$ cat config.mk
export PLATFORM = sky130hd
export DESIGN_NAME = alu32
export DESIGN_NICKNAME = d
export VERILOG_FILES = /design/src/rtl/alu_pkg.sv /design/src/rtl/alu_addsub.sv /design/src/rtl/alu_logic.sv /design/src/rtl/alu_shift.sv /design/src/rtl/alu_cmp.sv /design/src/rtl/alu32.sv
export SDC_FILE = /design/constraint.sdc
export NUM_CORES = 1
export LEC_CHECK = 0
export BUFFER_PORTS_ARGS = -buffer_cell sky130_fd_sc_hd__buf_4
export CAP_MARGIN = 40
export CELL_PAD_IN_SITES_DETAIL_PLACEMENT = 0
export CELL_PAD_IN_SITES_GLOBAL_PLACEMENT = 1
export CORE_MARGIN = 3
export CORE_UTILIZATION = 25
export DETAILED_ROUTE_END_ITERATION = 8
export PLACE_DENSITY = 0.56
export SYNTH_ARGS = -nofsm -noshare
export SYNTH_HDL_FRONTEND = slang
export SYNTH_SLANG_ARGS = --single-unit
$ cat constraint.sdc
create_clock -name vclk -period 7
set_clock_uncertainty 0.05 [all_clocks]
set_input_delay 1.4 -clock vclk [all_inputs]
set_output_delay 1.4 -clock vclk [all_outputs]
set_load 0.02 [all_outputs]
$ cat src/rtl/alu_pkg.sv
package alu_pkg;

    localparam int WIDTH = 32;
    localparam int SHW   = $clog2(WIDTH);

    typedef enum logic [2:0] {
        FN_ARITH = 3'b000,
        FN_AND   = 3'b001,
        FN_OR    = 3'b010,
        FN_XOR   = 3'b011,
        FN_SHIFT = 3'b100,
        FN_PASS  = 3'b101,
        FN_CMP   = 3'b110,
        FN_IDLE  = 3'b111
    } func_e;

    typedef struct packed {
        logic eq;
        logic lt;
    } cmp_flags_t;

    // Truth table per bit, indexed by {a,b}: bit3 = a1b1 ... bit0 = a0b0
    function automatic logic [3:0] logic_table(input func_e f);
        case (f)
            FN_AND:  logic_table = 4'b1000;
            FN_OR:   logic_table = 4'b1110;
            FN_XOR:  logic_table = 4'b0110;
            FN_PASS: logic_table = 4'b1100;
            default: logic_table = 4'b0000;
        endcase
    endfunction

    // Signed less-than from the three sign bits of a, b and a-b
    function automatic logic signed_lt(input logic a_msb, input logic b_msb,
                                       input logic s_msb);
        signed_lt = (a_msb & ~b_msb) | (~(a_msb ^ b_msb) & s_msb);
    endfunction

endpackage

$ cat src/rtl/alu_addsub.sv
module alu_addsub
    import alu_pkg::*;
#(
    parameter int W = WIDTH
) (
    input  logic [W-1:0] a_i,
    input  logic [W-1:0] b_i,
    input  logic         add_i,
    output logic [W-1:0] sum_o
);
    logic [W-1:0] b_eff;

    always_comb begin
        b_eff = add_i ? b_i : ~b_i;
        sum_o = a_i + b_eff + {{(W-1){1'b0}}, ~add_i};
    end
endmodule

$ cat src/rtl/alu_logic.sv
module alu_logic
    import alu_pkg::*;
#(
    parameter int W = WIDTH
) (
    input  logic [W-1:0] a_i,
    input  logic [W-1:0] b_i,
    input  func_e        func_i,
    output logic [W-1:0] y_o
);
    logic [3:0] table_q;

    always_comb table_q = logic_table(func_i);

    // One 4:1 selection per bit: operand bits address the truth table
    for (genvar i = 0; i < W; i++) begin : g_bit
        assign y_o[i] = table_q[{a_i[i], b_i[i]}];
    end
endmodule

$ cat src/rtl/alu_shift.sv
module alu_shift
    import alu_pkg::*;
#(
    parameter int W  = WIDTH,
    parameter int SW = SHW
) (
    input  logic [W-1:0]  a_i,
    input  logic [SW-1:0] amt_i,
    input  logic          left_i,
    input  logic          arith_i,
    output logic [W-1:0]  y_o
);
    logic [SW:0][W-1:0] lchain;
    logic [SW:0][W-1:0] rchain;
    logic               fill;

    assign fill      = arith_i & a_i[W-1];
    assign lchain[0] = a_i;
    assign rchain[0] = a_i;

    for (genvar k = 0; k < SW; k++) begin : g_stage
        localparam int D = 1 << k;
        assign lchain[k+1] = amt_i[k] ? {lchain[k][W-1-D:0], {D{1'b0}}}
                                      : lchain[k];
        assign rchain[k+1] = amt_i[k] ? {{D{fill}}, rchain[k][W-1:D]}
                                      : rchain[k];
    end

    assign y_o = left_i ? lchain[SW] : rchain[SW];

    always_comb begin

        if (amt_i == '0) begin
            zero_amt_chk: assert (y_o == a_i)
                else $error("shift by zero altered the operand");
        end

        if (!left_i && arith_i && amt_i != '0) begin
            sign_fill_chk: assert (y_o[W-1] == a_i[W-1])
                else $error("arithmetic right shift lost the sign");
        end
    end
endmodule

$ cat src/rtl/alu_cmp.sv
module alu_cmp
    import alu_pkg::*;
#(
    parameter int W = WIDTH
) (
    input  logic [W-1:0] a_i,
    input  logic [W-1:0] b_i,
    input  logic [W-1:0] diff_i,
    output cmp_flags_t   flags_o
);
    always_comb begin
        flags_o.eq = ~(|diff_i);
        flags_o.lt = signed_lt(a_i[W-1], b_i[W-1], diff_i[W-1]);
    end
endmodule

$ cat src/rtl/alu32.sv
module alu32
    import alu_pkg::*;
(
    input  logic [31:0] a_i,
    input  logic [31:0] b_i,
    input  logic [2:0]  func_i,
    input  logic        add_i,
    input  logic        left_i,
    input  logic        arith_i,
    input  logic        eq_en_i,
    input  logic        lt_en_i,
    output logic [31:0] y_o
);
    localparam int W = 32;

    func_e        fsel;
    logic [W-1:0] sum;
    logic [W-1:0] logic_y;
    logic [W-1:0] shift_y;
    cmp_flags_t   flags;
    logic         cmp_bit;

    assign fsel = func_e'(func_i);

    alu_addsub #(.W(W)) u_addsub (
        .a_i(a_i), .b_i(b_i), .add_i(add_i), .sum_o(sum)
    );

    alu_logic #(.W(W)) u_logic (
        .a_i(a_i), .b_i(b_i), .func_i(fsel), .y_o(logic_y)
    );

    alu_shift #(.W(W), .SW(SHW)) u_shift (
        .a_i(a_i), .amt_i(b_i[SHW-1:0]), .left_i(left_i),
        .arith_i(arith_i), .y_o(shift_y)
    );

    alu_cmp #(.W(W)) u_cmp (
        .a_i(a_i), .b_i(b_i), .diff_i(sum), .flags_o(flags)
    );

    assign cmp_bit = (eq_en_i & flags.eq) | (lt_en_i & flags.lt);

    always_comb begin
        unique case (fsel)
            FN_ARITH:                        y_o = sum;
            FN_AND, FN_OR, FN_XOR, FN_PASS:  y_o = logic_y;
            FN_SHIFT:                        y_o = shift_y;
            FN_CMP:                          y_o = {{(W-1){1'b0}}, cmp_bit};
            default:                         y_o = '0;
        endcase
    end

    always_comb begin

        if (fsel == FN_IDLE) begin
            idle_zero_chk: assert (y_o == '0)
                else $error("idle code drove a value");
        end

        if (fsel == FN_PASS) begin
            pass_a_chk: assert (y_o == a_i)
                else $error("pass mode altered A");
        end

        if (fsel == FN_CMP) begin
            cmp_width_chk: assert (y_o[W-1:1] == '0)
                else $error("compare result wider than one bit");
        end

        if (!add_i && flags.eq) begin
            eq_excl_lt_chk: assert (!flags.lt)
                else $error("equal and less-than both set");
        end
    end
endmodule

==> impl_metrics.prom, run 1 <==
# TYPE chip_impl_metric gauge
chip_impl_info{name="run_status",value="complete, no violations"} 1
chip_impl_metric{name="syn_avg_cell_area",unit="um2"} 6.82
chip_impl_metric{name="seq_area_frac_synth",unit="%"} 0
chip_impl_metric{name="max_capacitance_violation_count",unit=""} 0
chip_impl_metric{name="vdd_ir_drop_max",unit="V"} 0.0000386
chip_impl_metric{name="final_max_slew_viol_count",unit=""} 0
chip_impl_metric{name="postCtsResizedCells",unit=""} 0
chip_impl_metric{name="p_switching",unit="mW"} 0.586
chip_impl_metric{name="via_count_of_the_first_global_routing_pass",unit=""} 8703
chip_impl_metric{name="n_antenna_cell",unit=""} 0
chip_impl_metric{name="crit_path_max_fanout",unit=""} 24
chip_impl_metric{name="worst_slew_pin_slew",unit="ns"} 0.999
chip_impl_metric{name="final_count_of_negative_setup_slack_endpoints",unit=""} 0
chip_impl_metric{name="timing.critical_path.buf_inv",unit=""} 2
chip_impl_info{name="timing.critical_path.from_type",value="primary input"} 1
chip_impl_metric{name="core",unit="um2"} 28900
chip_impl_metric{name="drt_wl_total",unit="um"} 38000
chip_impl_metric{name="seqCellArea",unit="um2"} 0
chip_impl_metric{name="syn2layout_area_growth",unit="%"} 14.2
chip_impl_metric{name="cts_hold_buf",unit=""} 0
chip_impl_metric{name="postSynthNetCount",unit=""} 1191
chip_impl_metric{name="met3RoutedLength",unit="um"} 2370
chip_impl_metric{name="post-route-drc-count",unit=""} 0
chip_impl_metric{name="clkbuf_count",unit=""} 0
chip_impl_metric{name="finalCritPeriodShare",unit="%"} 94.2
chip_impl_metric{name="hold_viol",unit=""} 0
chip_impl_metric{name="firstDrtPassIters",unit=""} 7
chip_impl_metric{name="timing.critical_path.arrival",unit="ns"} 5.14
chip_impl_metric{name="total_congestion_overflow",unit=""} 0
chip_impl_info{name="cpLargestDelayFamily",value="compound AO/OA/AOI/OAI gates"} 1
chip_impl_metric{name="timing.final.ws_setup",unit="ns"} 0.407
chip_impl_info{name="cells_along_the_critical_path",value="buf_4, xnor2_1, ha_1, nand2_1, o21ai_1, a221o_1, o21ai_0, a311oi_1, xor2_1, nor4_1, nand4_1, o21ai_1, buf_4"} 1
chip_impl_metric{name="routed_wire_length_per_instance",unit="um"} 25.4
chip_impl_metric{name="power_density",unit="nW/um2"} 112
chip_impl_metric{name="post_synth_num_cell_types",unit=""} 67
chip_impl_metric{name="routed-via-count",unit=""} 9173
chip_impl_metric{name="p_int",unit="mW"} 0.356
chip_impl_metric{name="postCtsSetupBuffers",unit=""} 0
chip_impl_info{name="critical_path_class",value="primary input to output port"} 1
chip_impl_metric{name="achievable-frequency",unit="MHz"} 152
chip_impl_metric{name="die_x",unit="um"} 178
chip_impl_info{name="dr.max_layer_used",value="met5"} 1
chip_impl_metric{name="buffer_ports.inserted",unit=""} 104
chip_impl_metric{name="floorplan.die_area",unit="um2"} 31700
chip_impl_metric{name="route.antenna.remaining_nets",unit=""} 0
chip_impl_metric{name="initial_core_util",unit="%"} 25.5
chip_impl_metric{name="largest_net_degree_at_the_start_of_global_routing",unit=""} 71
chip_impl_metric{name="power.clock.fraction",unit="%"} 0
chip_impl_metric{name="syn_inst",unit=""} 1084
chip_impl_metric{name="detailedPlace.worstSlack",unit="ns"} 0.540
chip_impl_metric{name="dp.cells",unit=""} 1499
chip_impl_metric{name="comb_power_share",unit="%"} 100.0
chip_impl_metric{name="nNetsFinal",unit=""} 1224
chip_impl_metric{name="wl_met1",unit="um"} 16100
chip_impl_metric{name="filler_cell_count",unit=""} 3230
chip_impl_metric{name="critical-path-max-stage-delay",unit="ns"} 0.49
chip_impl_metric{name="netSwitchingFraction",unit="%"} 62.2
chip_impl_info{name="critPathCaptureType",value="output port"} 1
chip_impl_metric{name="vias_per_cell",unit=""} 6.12
chip_impl_metric{name="seq_power_share",unit="%"} 0
chip_impl_metric{name="post_route_cells_drive_above_1_share",unit="%"} 18.5
chip_impl_metric{name="totalPowerFinal",unit="mW"} 0.942
chip_impl_metric{name="post_layout_nonfiller_instances",unit=""} 1499
chip_impl_metric{name="finalWorstPathRequiredPeriod",unit="ns"} 6.59
chip_impl_info{name="rsz0062_at_grt",value="false"} 1
chip_impl_metric{name="rows",unit=""} 62
chip_impl_metric{name="dp_hpwl",unit="um"} 29400
chip_impl_metric{name="place.gp.congestion",unit=""} 0.922
chip_impl_info{name="hp-class",value="primary input to output port"} 1
chip_impl_metric{name="synth.yosys.warnings",unit=""} 0
chip_impl_metric{name="max_slew_margin",unit="%"} 32.7
chip_impl_metric{name="grt_first_pass_wirelength",unit="um"} 56200
chip_impl_metric{name="synth.cell_area",unit="um2"} 7390
chip_impl_metric{name="drtIter0Drc",unit=""} 816
chip_impl_info{name="worst_path_max_delay_cell",value="ha_1"} 1
chip_impl_metric{name="route.met2.wl",unit="um"} 18400
chip_impl_metric{name="io_pins",unit=""} 104
chip_impl_metric{name="worstPathRequired",unit="ns"} 5.55
chip_impl_metric{name="die_height",unit="um"} 178
chip_impl_metric{name="whs",unit="ns"} 3.18
chip_impl_metric{name="setup_tns",unit="ns"} 0
chip_impl_metric{name="antenna_violations_before_repair",unit=""} 1
chip_impl_metric{name="static-leakage-power",unit="nW"} 3.26
chip_impl_metric{name="grt_usage",unit="%"} 23.2
chip_impl_metric{name="seq_cells",unit=""} 0
placed cells by master, fill, tap and decap left out, types with 4 or more instances in the layout:
cell type / Yosys / layout
and2_1: 5 / 5
a221o_1: 8 / 8
nand3_1: 22 / 22
or3_1: 7 / 7
a32oi_1: 7 / 7
nor4_1: 4 / 4
o21ai_1: 4 / 4
o31ai_1: 4 / 4
buf_4: 1 / 127
nor2_1: 123 / 123
mux2_2: 5 / 5
and3_1: 8 / 8
a21o_1: 17 / 17
xnor2_1: 42 / 42
o211ai_1: 21 / 21
a21oi_1: 119 / 119
xor2_1: 10 / 10
o311a_1: 4 / 4
ha_1: 34 / 34
o221ai_1: 4 / 4
o211a_1: 4 / 4
mux2i_1: 53 / 53
nor3_1: 35 / 35
o21ai_0: 121 / 121
a31oi_1: 12 / 12
mux4_2: 59 / 59
inv_1: 16 / 16
nand4_1: 11 / 11
clkinv_1: 5 / 4
o21a_1: 10 / 10
o22ai_1: 9 / 9
nand2_1: 124 / 124
a211oi_1: 18 / 18
a221oi_1: 8 / 8
worst paths after layout:
check	cells past startpoint	slack [ns]	startpoint	end
hold / removal	4	3.18	b_i[29]	y_o[29]
setup / recovery	13	0.41	add_i	y_o[0]
kinds of logic (layout without fill, tap and decap cells):
logic type	count (synthesis)	after routing	share of synthesized area, %
adder cells (fa/ha/maj)	35	35	6.03
multiplexers	117	117	25.9
AO/OA/AOI/OAI	405	405	34.2
XOR/XNOR	52	52	6.16
buffers and inverters	118	149	6.52
AND/OR/NAND/NOR	357	357	21.2
cells in the mapped netlist, drive strengths merged, types with 3 or more instances:
master	instances	share of area [%]
a2111oi	5	0.76
a211oi	18	1.8
a21o	17	1.7
a21oi	120	8.2
a221o	8	1.1
a221oi	8	0.95
a311o	3	0.41
a311oi	3	0.36
a31oi	12	1.0
a32oi	7	0.83
and2	5	0.42
and3	9	0.83
buf	27	1.9
clkbuf	70	3.6
clkinv	5	0.25
ha	34	5.8
inv	16	0.81
mux2	5	0.76
mux2i	53	7.2
mux4	59	18
nand2	124	6.3
nand3	22	1.5
nand3b	3	0.30
nand4	11	0.93
nor2	123	6.2
nor3	36	2.5
nor4	4	0.34
o211a	4	0.54
o211ai	21	2.1
o21a	10	1.0
o21ai	125	8.5
o21bai	3	0.30
o221ai	4	0.47
o22a	3	0.36
o22ai	9	0.76
o311a	4	0.54
o311ai	3	0.36
o31ai	4	0.41
o32a	3	0.41
or2	5	0.42
or3	7	0.59
xnor2	42	5.0
xor2	10	1.2
metrics by stage:
step	util [%]	area [um2]
4_1_cts	29.2	8440
3_5_place_dp	29.2	8440
5_1_grt	29.2	8440
6_report	29.2	8440
3_3_place_gp	29.2	8440
2_1_floorplan	-	7390
per-layer routing:
| metal | track usage (%) | vias up |
|---|---|---|
| met2 | 39.7 | 377 |
| met3 | 1.82 | 59 |
| met4 | 5.33 | 2 |
| met1 | 31.6 | 4537 |
| met5 | 0 | - |
| li1 | - | 4198 |
power by group through the flow:
stage	Sequential [mW]	Combinational (mW)	Clock [mW]
3_5_place_dp	0	0.929	0
5_1_grt	0	1.01	0
6_report	0	0.942	0
2_1_floorplan	0	0.609	0
3_3_place_gp	0	0.933	0
4_1_cts	0	0.932	0
cell type report:
class,count,area [um2],share of cell area [%]
inverter,21,78.8,0.934
multi-input combinational,966,6910,81.8
timing repair buffer,128,973,11.5
tap,384,480,5.69
(Power assumes the default switching activity.)
==> run 2: changes to the inputs <==
Settings changed: PLACE_DENSITY 0.56 to default, PLACE_DENSITY_LB_ADDON from default to 0.15, RECOVER_POWER from default to 100.
==> run 2 against run 1 <==
Fmax barely moved. Final area fell by 0.96%. First-iteration DRC count rose by 2.7%. Power fell by 2.2%. Largest cell class unchanged. Count of clock-buffer cells in the layout did not move.
==> impl_metrics.prom, run 2 (same netlist as run 1, synthesis figures left out) <==
# TYPE chip_impl_metric gauge
chip_impl_metric{name="p_switching",unit="mW"} 0.581
chip_impl_info{name="layout_commonest_cell",value="nand2_1"} 1
chip_impl_metric{name="detailedPlace.worstSlack",unit="ns"} 0.548
chip_impl_metric{name="syn2layout_area_growth",unit="%"} 13.1
chip_impl_info{name="cpLargestDelayFamily",value="compound AO/OA/AOI/OAI gates"} 1
chip_impl_metric{name="power_density",unit="nW/um2"} 110
chip_impl_metric{name="vias_per_cell",unit=""} 6.00
chip_impl_metric{name="drtIter0Drc",unit=""} 838
chip_impl_info{name="rsz0062_at_grt",value="false"} 1
chip_impl_metric{name="n_antenna_cell",unit=""} 0
chip_impl_metric{name="initial_core_util",unit="%"} 25.5
chip_impl_metric{name="rows",unit=""} 62
chip_impl_info{name="critPathCaptureType",value="output port"} 1
chip_impl_metric{name="final_max_slew_viol_count",unit=""} 0
chip_impl_info{name="cells_along_the_critical_path",value="buf_4, or2_0, nand2_1, fa_1, a211oi_1, o21ai_0, nand3_1, a311oi_1, a21oi_1, mux2i_1, nor3_1, nor3_1, or3_1, clkbuf_1"} 1
chip_impl_metric{name="seq_cells",unit=""} 0
chip_impl_metric{name="route.antenna.remaining_nets",unit=""} 0
chip_impl_metric{name="netSwitchingFraction",unit="%"} 63.1
chip_impl_metric{name="cts_hold_buf",unit=""} 0
chip_impl_metric{name="worstPathRequired",unit="ns"} 5.55
chip_impl_info{name="hp-class",value="primary input to output port"} 1
chip_impl_metric{name="via_count_of_the_first_global_routing_pass",unit=""} 8734
chip_impl_metric{name="postLayoutCoreUtil",unit="%"} 28.9
chip_impl_metric{name="timing.critical_path.buf_inv",unit=""} 2
chip_impl_metric{name="critical-path-max-stage-delay",unit="ns"} 0.64
chip_impl_metric{name="seq_power_share",unit="%"} 0
chip_impl_info{name="worst_path_max_delay_cell",value="a311oi_1"} 1
chip_impl_info{name="critical_path_class",value="primary input to output port"} 1
chip_impl_metric{name="max_capacitance_violation_count",unit=""} 0
chip_impl_metric{name="comb_power_share",unit="%"} 100.0
chip_impl_metric{name="achievable-frequency",unit="MHz"} 152
chip_impl_metric{name="worst_hold_path.num_cells",unit=""} 4
chip_impl_info{name="timing.critical_path.from_type",value="primary input"} 1
chip_impl_metric{name="finalCritPeriodShare",unit="%"} 94.2
chip_impl_info{name="timing.critical_path.mode_cell",value="nor3_1"} 1
chip_impl_metric{name="routed-via-count",unit=""} 8994
chip_impl_info{name="most-common-layout-cells",value="nand2_1 (124), nor2_1 (123), o21ai_0 (123)"} 1
chip_impl_metric{name="hold_viol",unit=""} 0
chip_impl_metric{name="seqCellArea",unit="um2"} 0
chip_impl_metric{name="p_int",unit="mW"} 0.340
chip_impl_metric{name="nNetsFinal",unit=""} 1224
chip_impl_metric{name="finalWorstPathRequiredPeriod",unit="ns"} 6.59
chip_impl_metric{name="final_count_of_negative_setup_slack_endpoints",unit=""} 0
chip_impl_metric{name="postCtsResizedCells",unit=""} 0
chip_impl_metric{name="vdd_ir_drop_max",unit="V"} 0.0000456
chip_impl_metric{name="timing.critical_path.arrival",unit="ns"} 5.14
chip_impl_metric{name="clkbuf_count",unit=""} 0
chip_impl_metric{name="die_height",unit="um"} 178
chip_impl_metric{name="total_congestion_overflow",unit=""} 0
chip_impl_metric{name="postCtsSetupBuffers",unit=""} 0
chip_impl_metric{name="crit_path_max_fanout",unit=""} 23
chip_impl_metric{name="worst_slew_pin_slew",unit="ns"} 0.895
chip_impl_metric{name="place.gp.congestion",unit=""} 0.928
chip_impl_metric{name="drt_wl_total",unit="um"} 37400
chip_impl_metric{name="die_x",unit="um"} 178
chip_impl_metric{name="core",unit="um2"} 28900
chip_impl_metric{name="filler_cell_count",unit=""} 3243
chip_impl_metric{name="post_route_cells_drive_above_1_share",unit="%"} 16.2
chip_impl_metric{name="whs",unit="ns"} 3.23
chip_impl_metric{name="grt_first_pass_wirelength",unit="um"} 55600
chip_impl_metric{name="largest_net_degree_at_the_start_of_global_routing",unit=""} 71
chip_impl_metric{name="grt_usage",unit="%"} 22.7
chip_impl_metric{name="dp_hpwl",unit="um"} 29100
chip_impl_info{name="hold-path-endpoint",value="y_o[8]"} 1
chip_impl_info{name="holdCritStartpoint",value="a_i[8]"} 1
chip_impl_metric{name="timing.final.ws_setup",unit="ns"} 0.408
chip_impl_metric{name="post-route-drc-count",unit=""} 0
chip_impl_metric{name="routed_wire_length_per_instance",unit="um"} 24.9
chip_impl_metric{name="setup_tns",unit="ns"} 0
chip_impl_metric{name="max_slew_margin",unit="%"} 39.7
chip_impl_metric{name="static-leakage-power",unit="nW"} 3.17
chip_impl_metric{name="power.clock.fraction",unit="%"} 0
chip_impl_metric{name="firstDrtPassIters",unit=""} 5
chip_impl_metric{name="io_pins",unit=""} 104
chip_impl_metric{name="buffer_ports.inserted",unit=""} 104
chip_impl_metric{name="post_layout_nonfiller_instances",unit=""} 1499
chip_impl_metric{name="floorplan.die_area",unit="um2"} 31700
chip_impl_info{name="run_status",value="complete, no violations"} 1
chip_impl_metric{name="dp.cells",unit=""} 1499
chip_impl_metric{name="antenna_violations_before_repair",unit=""} 1
==> run 2: cell count changes in the layout (fill, tap and decap cells not counted) <==
cell / previous run / this run
and2_1: 5 / 4
or2_1: 2 / 1
clkbuf_1: 0 / 25
buf_4: 127 / 101
and2_0: 0 / 1
o21ai_1: 4 / 2
or2_0: 0 / 1
buf_12: 1 / 2
o21ai_0: 121 / 123
==> run 2: routing by layer <==
metal	routed length, um	up-vias	global-route usage, %
li1	-	4213	-
met1	16400	4403	31.1
met2	18200	334	39.5
met3	1940	42	1.50
met4	811	2	4.35
met5	7	-	0
==> run 2: cell type report <==
type / count / area (um2) / area share (%)
well taps: 384 / 480 / 5.75
repair buffers: 128 / 892 / 10.7
inverters: 21 / 78.8 / 0.943
multi-input cells: 966 / 6910 / 82.6
==> run 2: worst max path at each step <==
stage                       from       to  cells after the start
after detailed placement   add_i   y_o[0]                     14
after global routing       add_i   y_o[0]                     14
final                      add_i  y_o[30]                     14
after CTS                  add_i   y_o[0]                     14
after floorplan           b_i[1]   y_o[0]                     14
after global placement     add_i   y_o[0]                     14
==> run 2: per-stage QoR <==
stage	power [mW]	cell area, um2
after floorplan	0.609	7390
after global placement	0.934	8440
after detailed placement	0.928	8460
after CTS	0.932	8460
after global routing	0.997	8360
final	0.921	8360
==> run 2: power by group through the flow <==
stage	clock (mW)	combinational (mW)	sequential, mW
floorplan	0	0.609	0
global placement	0	0.934	0
detailed placement	0	0.928	0
CTS	0	0.932	0
global route	0	0.997	0
finish	0	0.921	0
==> run 3: changes to the inputs <==
Settings changed: SYNTH_HIERARCHICAL from default to 1.
==> run 3 against run 2 <==
Utilization decreased by 0.61 points. Largest cell class unchanged. Combinational power increased by 13%. First-iteration DRC count rose by 4.2%. Wire length increased by 16%. Highest routed layer is now met4.
==> impl_metrics.prom, run 3 <==
# TYPE chip_impl_metric gauge
chip_impl_metric{name="dp_hpwl",unit="um"} 32800
chip_impl_info{name="critPathCaptureType",value="output port"} 1
chip_impl_metric{name="achievable-frequency",unit="MHz"} 150
chip_impl_metric{name="syn2layout_area_growth",unit="%"} 9.88
chip_impl_metric{name="met3RoutedLength",unit="um"} 1970
chip_impl_metric{name="worst_slew_pin_slew",unit="ns"} 1.26
chip_impl_metric{name="via_count_of_the_first_global_routing_pass",unit=""} 9620
chip_impl_metric{name="die_height",unit="um"} 193
chip_impl_info{name="rsz0062_at_grt",value="false"} 1
chip_impl_metric{name="dp.cells",unit=""} 1580
chip_impl_info{name="layout_commonest_cell",value="buf_4"} 1
chip_impl_metric{name="hold_viol",unit=""} 0
chip_impl_metric{name="synth.yosys.warnings",unit=""} 6
chip_impl_metric{name="firstDrtPassIters",unit=""} 5
chip_impl_metric{name="grt_first_pass_wirelength",unit="um"} 64900
chip_impl_metric{name="io_pins",unit=""} 104
chip_impl_info{name="run_status",value="complete, no violations"} 1
chip_impl_metric{name="post_layout_nonfiller_instances",unit=""} 1580
chip_impl_metric{name="setup_tns",unit="ns"} 0
chip_impl_metric{name="postCtsSetupBuffers",unit=""} 0
chip_impl_info{name="worst_path_max_delay_cell",value="o311ai_0"} 1
chip_impl_metric{name="largest_net_degree_at_the_start_of_global_routing",unit=""} 115
chip_impl_metric{name="finalWorstPathRequiredPeriod",unit="ns"} 6.66
chip_impl_metric{name="seqCellArea",unit="um2"} 0
chip_impl_metric{name="syn_inst",unit=""} 1108
chip_impl_info{name="cell_type_with_the_largest_total_area_after_synthesis",value="mux4_2"} 1
chip_impl_metric{name="die_x",unit="um"} 193
chip_impl_metric{name="final_cell_area",unit="um2"} 9630
chip_impl_info{name="synth.area.top_cells",value="mux4_2 (13%), mux2i_1 (7.3%), a22oi_1 (5.2%), mux2_2 (5.0%), xnor2_1 (5.0%)"} 1
chip_impl_metric{name="syn_avg_cell_area",unit="um2"} 7.91
chip_impl_metric{name="initial_core_util",unit="%"} 25.7
chip_impl_metric{name="drt_wl_total",unit="um"} 43400
chip_impl_metric{name="postSynthNetCount",unit=""} 1215
chip_impl_metric{name="vias_per_cell",unit=""} 6.25
chip_impl_metric{name="core",unit="um2"} 34000
chip_impl_metric{name="timing.critical_path.arrival",unit="ns"} 5.21
chip_impl_metric{name="route.met2.wl",unit="um"} 21000
chip_impl_metric{name="floorplan.die_area",unit="um2"} 37300
chip_impl_metric{name="nNetsFinal",unit=""} 1241
chip_impl_info{name="dr.max_layer_used",value="met4"} 1
chip_impl_metric{name="clkbuf_count",unit=""} 0
chip_impl_metric{name="vdd_ir_drop_max",unit="V"} 0.0000458
chip_impl_metric{name="antenna_violations_before_repair",unit=""} 0
chip_impl_metric{name="timing.critical_path.buf_inv",unit=""} 2
chip_impl_info{name="critical_path_class",value="primary input to output port"} 1
chip_impl_metric{name="crit_path_max_fanout",unit=""} 18
chip_impl_metric{name="buffer_ports.inserted",unit=""} 104
chip_impl_metric{name="finalCritPeriodShare",unit="%"} 95.2
chip_impl_info{name="hp-class",value="primary input to output port"} 1
chip_impl_metric{name="wl_met1",unit="um"} 19400
chip_impl_metric{name="routed_wire_length_per_instance",unit="um"} 27.5
chip_impl_metric{name="max_slew_margin",unit="%"} 15.7
chip_impl_metric{name="worstPathRequired",unit="ns"} 5.55
chip_impl_metric{name="final_count_of_negative_setup_slack_endpoints",unit=""} 0
chip_impl_metric{name="max_capacitance_violation_count",unit=""} 0
chip_impl_metric{name="static-leakage-power",unit="nW"} 3.53
chip_impl_metric{name="seq_cells",unit=""} 0
chip_impl_metric{name="dpl_cell_area",unit="um2"} 9740
chip_impl_info{name="cpLargestDelayFamily",value="compound AO/OA/AOI/OAI gates"} 1
chip_impl_info{name="commonest_cells_post_synth",value="nor2_1 (93), a21oi_1 (86), nand2_1 (70), mux2i_1 (64), a22oi_1 (61)"} 1
chip_impl_metric{name="synth.cell_area",unit="um2"} 8760
chip_impl_metric{name="netlist.area_leader.share",unit="%"} 13.4
chip_impl_info{name="cells_along_the_critical_path",value="buf_4, nor2b_1, or2_2, fa_1, nor2b_4, o311a_4, o2111ai_2, a21oi_1, a2111oi_4, o311ai_0, nor4_1, nand4_1, nor2_1, a21bo_2, o221ai_1, o211ai_1, buf_4"} 1
chip_impl_metric{name="post_route_cells_drive_above_1_share",unit="%"} 23.9
chip_impl_metric{name="rows",unit=""} 67
chip_impl_metric{name="final_max_slew_viol_count",unit=""} 0
chip_impl_metric{name="drtIter0Drc",unit=""} 873
chip_impl_metric{name="total_congestion_overflow",unit=""} 0
chip_impl_info{name="timing.critical_path.mode_cell",value="buf_4"} 1
chip_impl_metric{name="cts_hold_buf",unit=""} 0
chip_impl_metric{name="post-route-drc-count",unit=""} 0
chip_impl_metric{name="post_synth_num_cell_types",unit=""} 87
chip_impl_metric{name="filler_cell_count",unit=""} 3823
chip_impl_info{name="yosysMostFrequentCell",value="nor2_1"} 1
chip_impl_metric{name="place.gp.congestion",unit=""} 0.916
chip_impl_metric{name="power_density",unit="nW/um2"} 108
chip_impl_info{name="timing.critical_path.from_type",value="primary input"} 1
chip_impl_metric{name="n_antenna_cell",unit=""} 0
chip_impl_info{name="most-common-layout-cells",value="buf_4 (108), nor2_1 (93), a21oi_1 (86)"} 1
chip_impl_metric{name="route.antenna.remaining_nets",unit=""} 0
chip_impl_metric{name="critical-path-max-stage-delay",unit="ns"} 0.56
chip_impl_metric{name="postCtsResizedCells",unit=""} 0
chip_impl_metric{name="grt_usage",unit="%"} 21.8
chip_impl_metric{name="multi_input_area",unit="um2"} 7950
chip_impl_metric{name="seq_area_frac_synth",unit="%"} 0
chip_impl_metric{name="routed-via-count",unit=""} 9874
run 3: path summary, 6_finish.rpt:
path                  startpoint  endpoint  slack, ns  depth (start not counted)
worst max-delay path       add_i    y_o[0]       0.34                         17
worst min-delay path   func_i[2]   y_o[19]       3.30                          3
run 3: cells by family (layout without fill, tap and decap cells):
logic type | after synthesis | after routing | synth area share [%]
AO/OA/AOI/OAI | 457 | 457 | 38.9
multiplexers | 159 | 159 | 26.8
AND/OR/NAND/NOR | 259 | 259 | 14.0
buffers and inverters | 137 | 161 | 9.21
adder cells (fa/ha/maj) | 35 | 35 | 5.08
XOR/XNOR | 61 | 61 | 6.10
run 3: layer usage:
metal	vias to the layer above	global-route usage [%]
met2	354	37.9
met4	0	3.72
li1	4459	-
met5	-	0
met1	5012	30.0
met3	49	1.44
run 3: cell type report:
class	count	share of cell area (%)
well taps	448	5.82
multi-input cells	971	82.6
inverters	20	0.780
repair buffers	141	10.8
run 3: through the flow:
step / worst slack (ns) / util [%] / total power [mW] / hold WS, ns
floorplan: 0.881 / - / 0.684 / 3.00
global placement: 0.343 / 28.4 / 1.04 / 3.29
detailed placement: 0.355 / 28.6 / 1.04 / 3.30
CTS: 0.332 / 28.6 / 1.04 / 3.30
global route: 0.00522 / 28.3 / 1.11 / 3.33
finish: 0.338 / 28.3 / 1.04 / 3.30
run 3: worst min-delay path: stages:
cell     delay (ns)
buf_4          0.21
o22ai_1        0.16
buf_4          0.17
run 3: power breakdown:
group          switching, mW  internal (mW)  total [mW]
combinational          0.638          0.399        1.04
sequential                 0              0           0
clock                      0              0           0
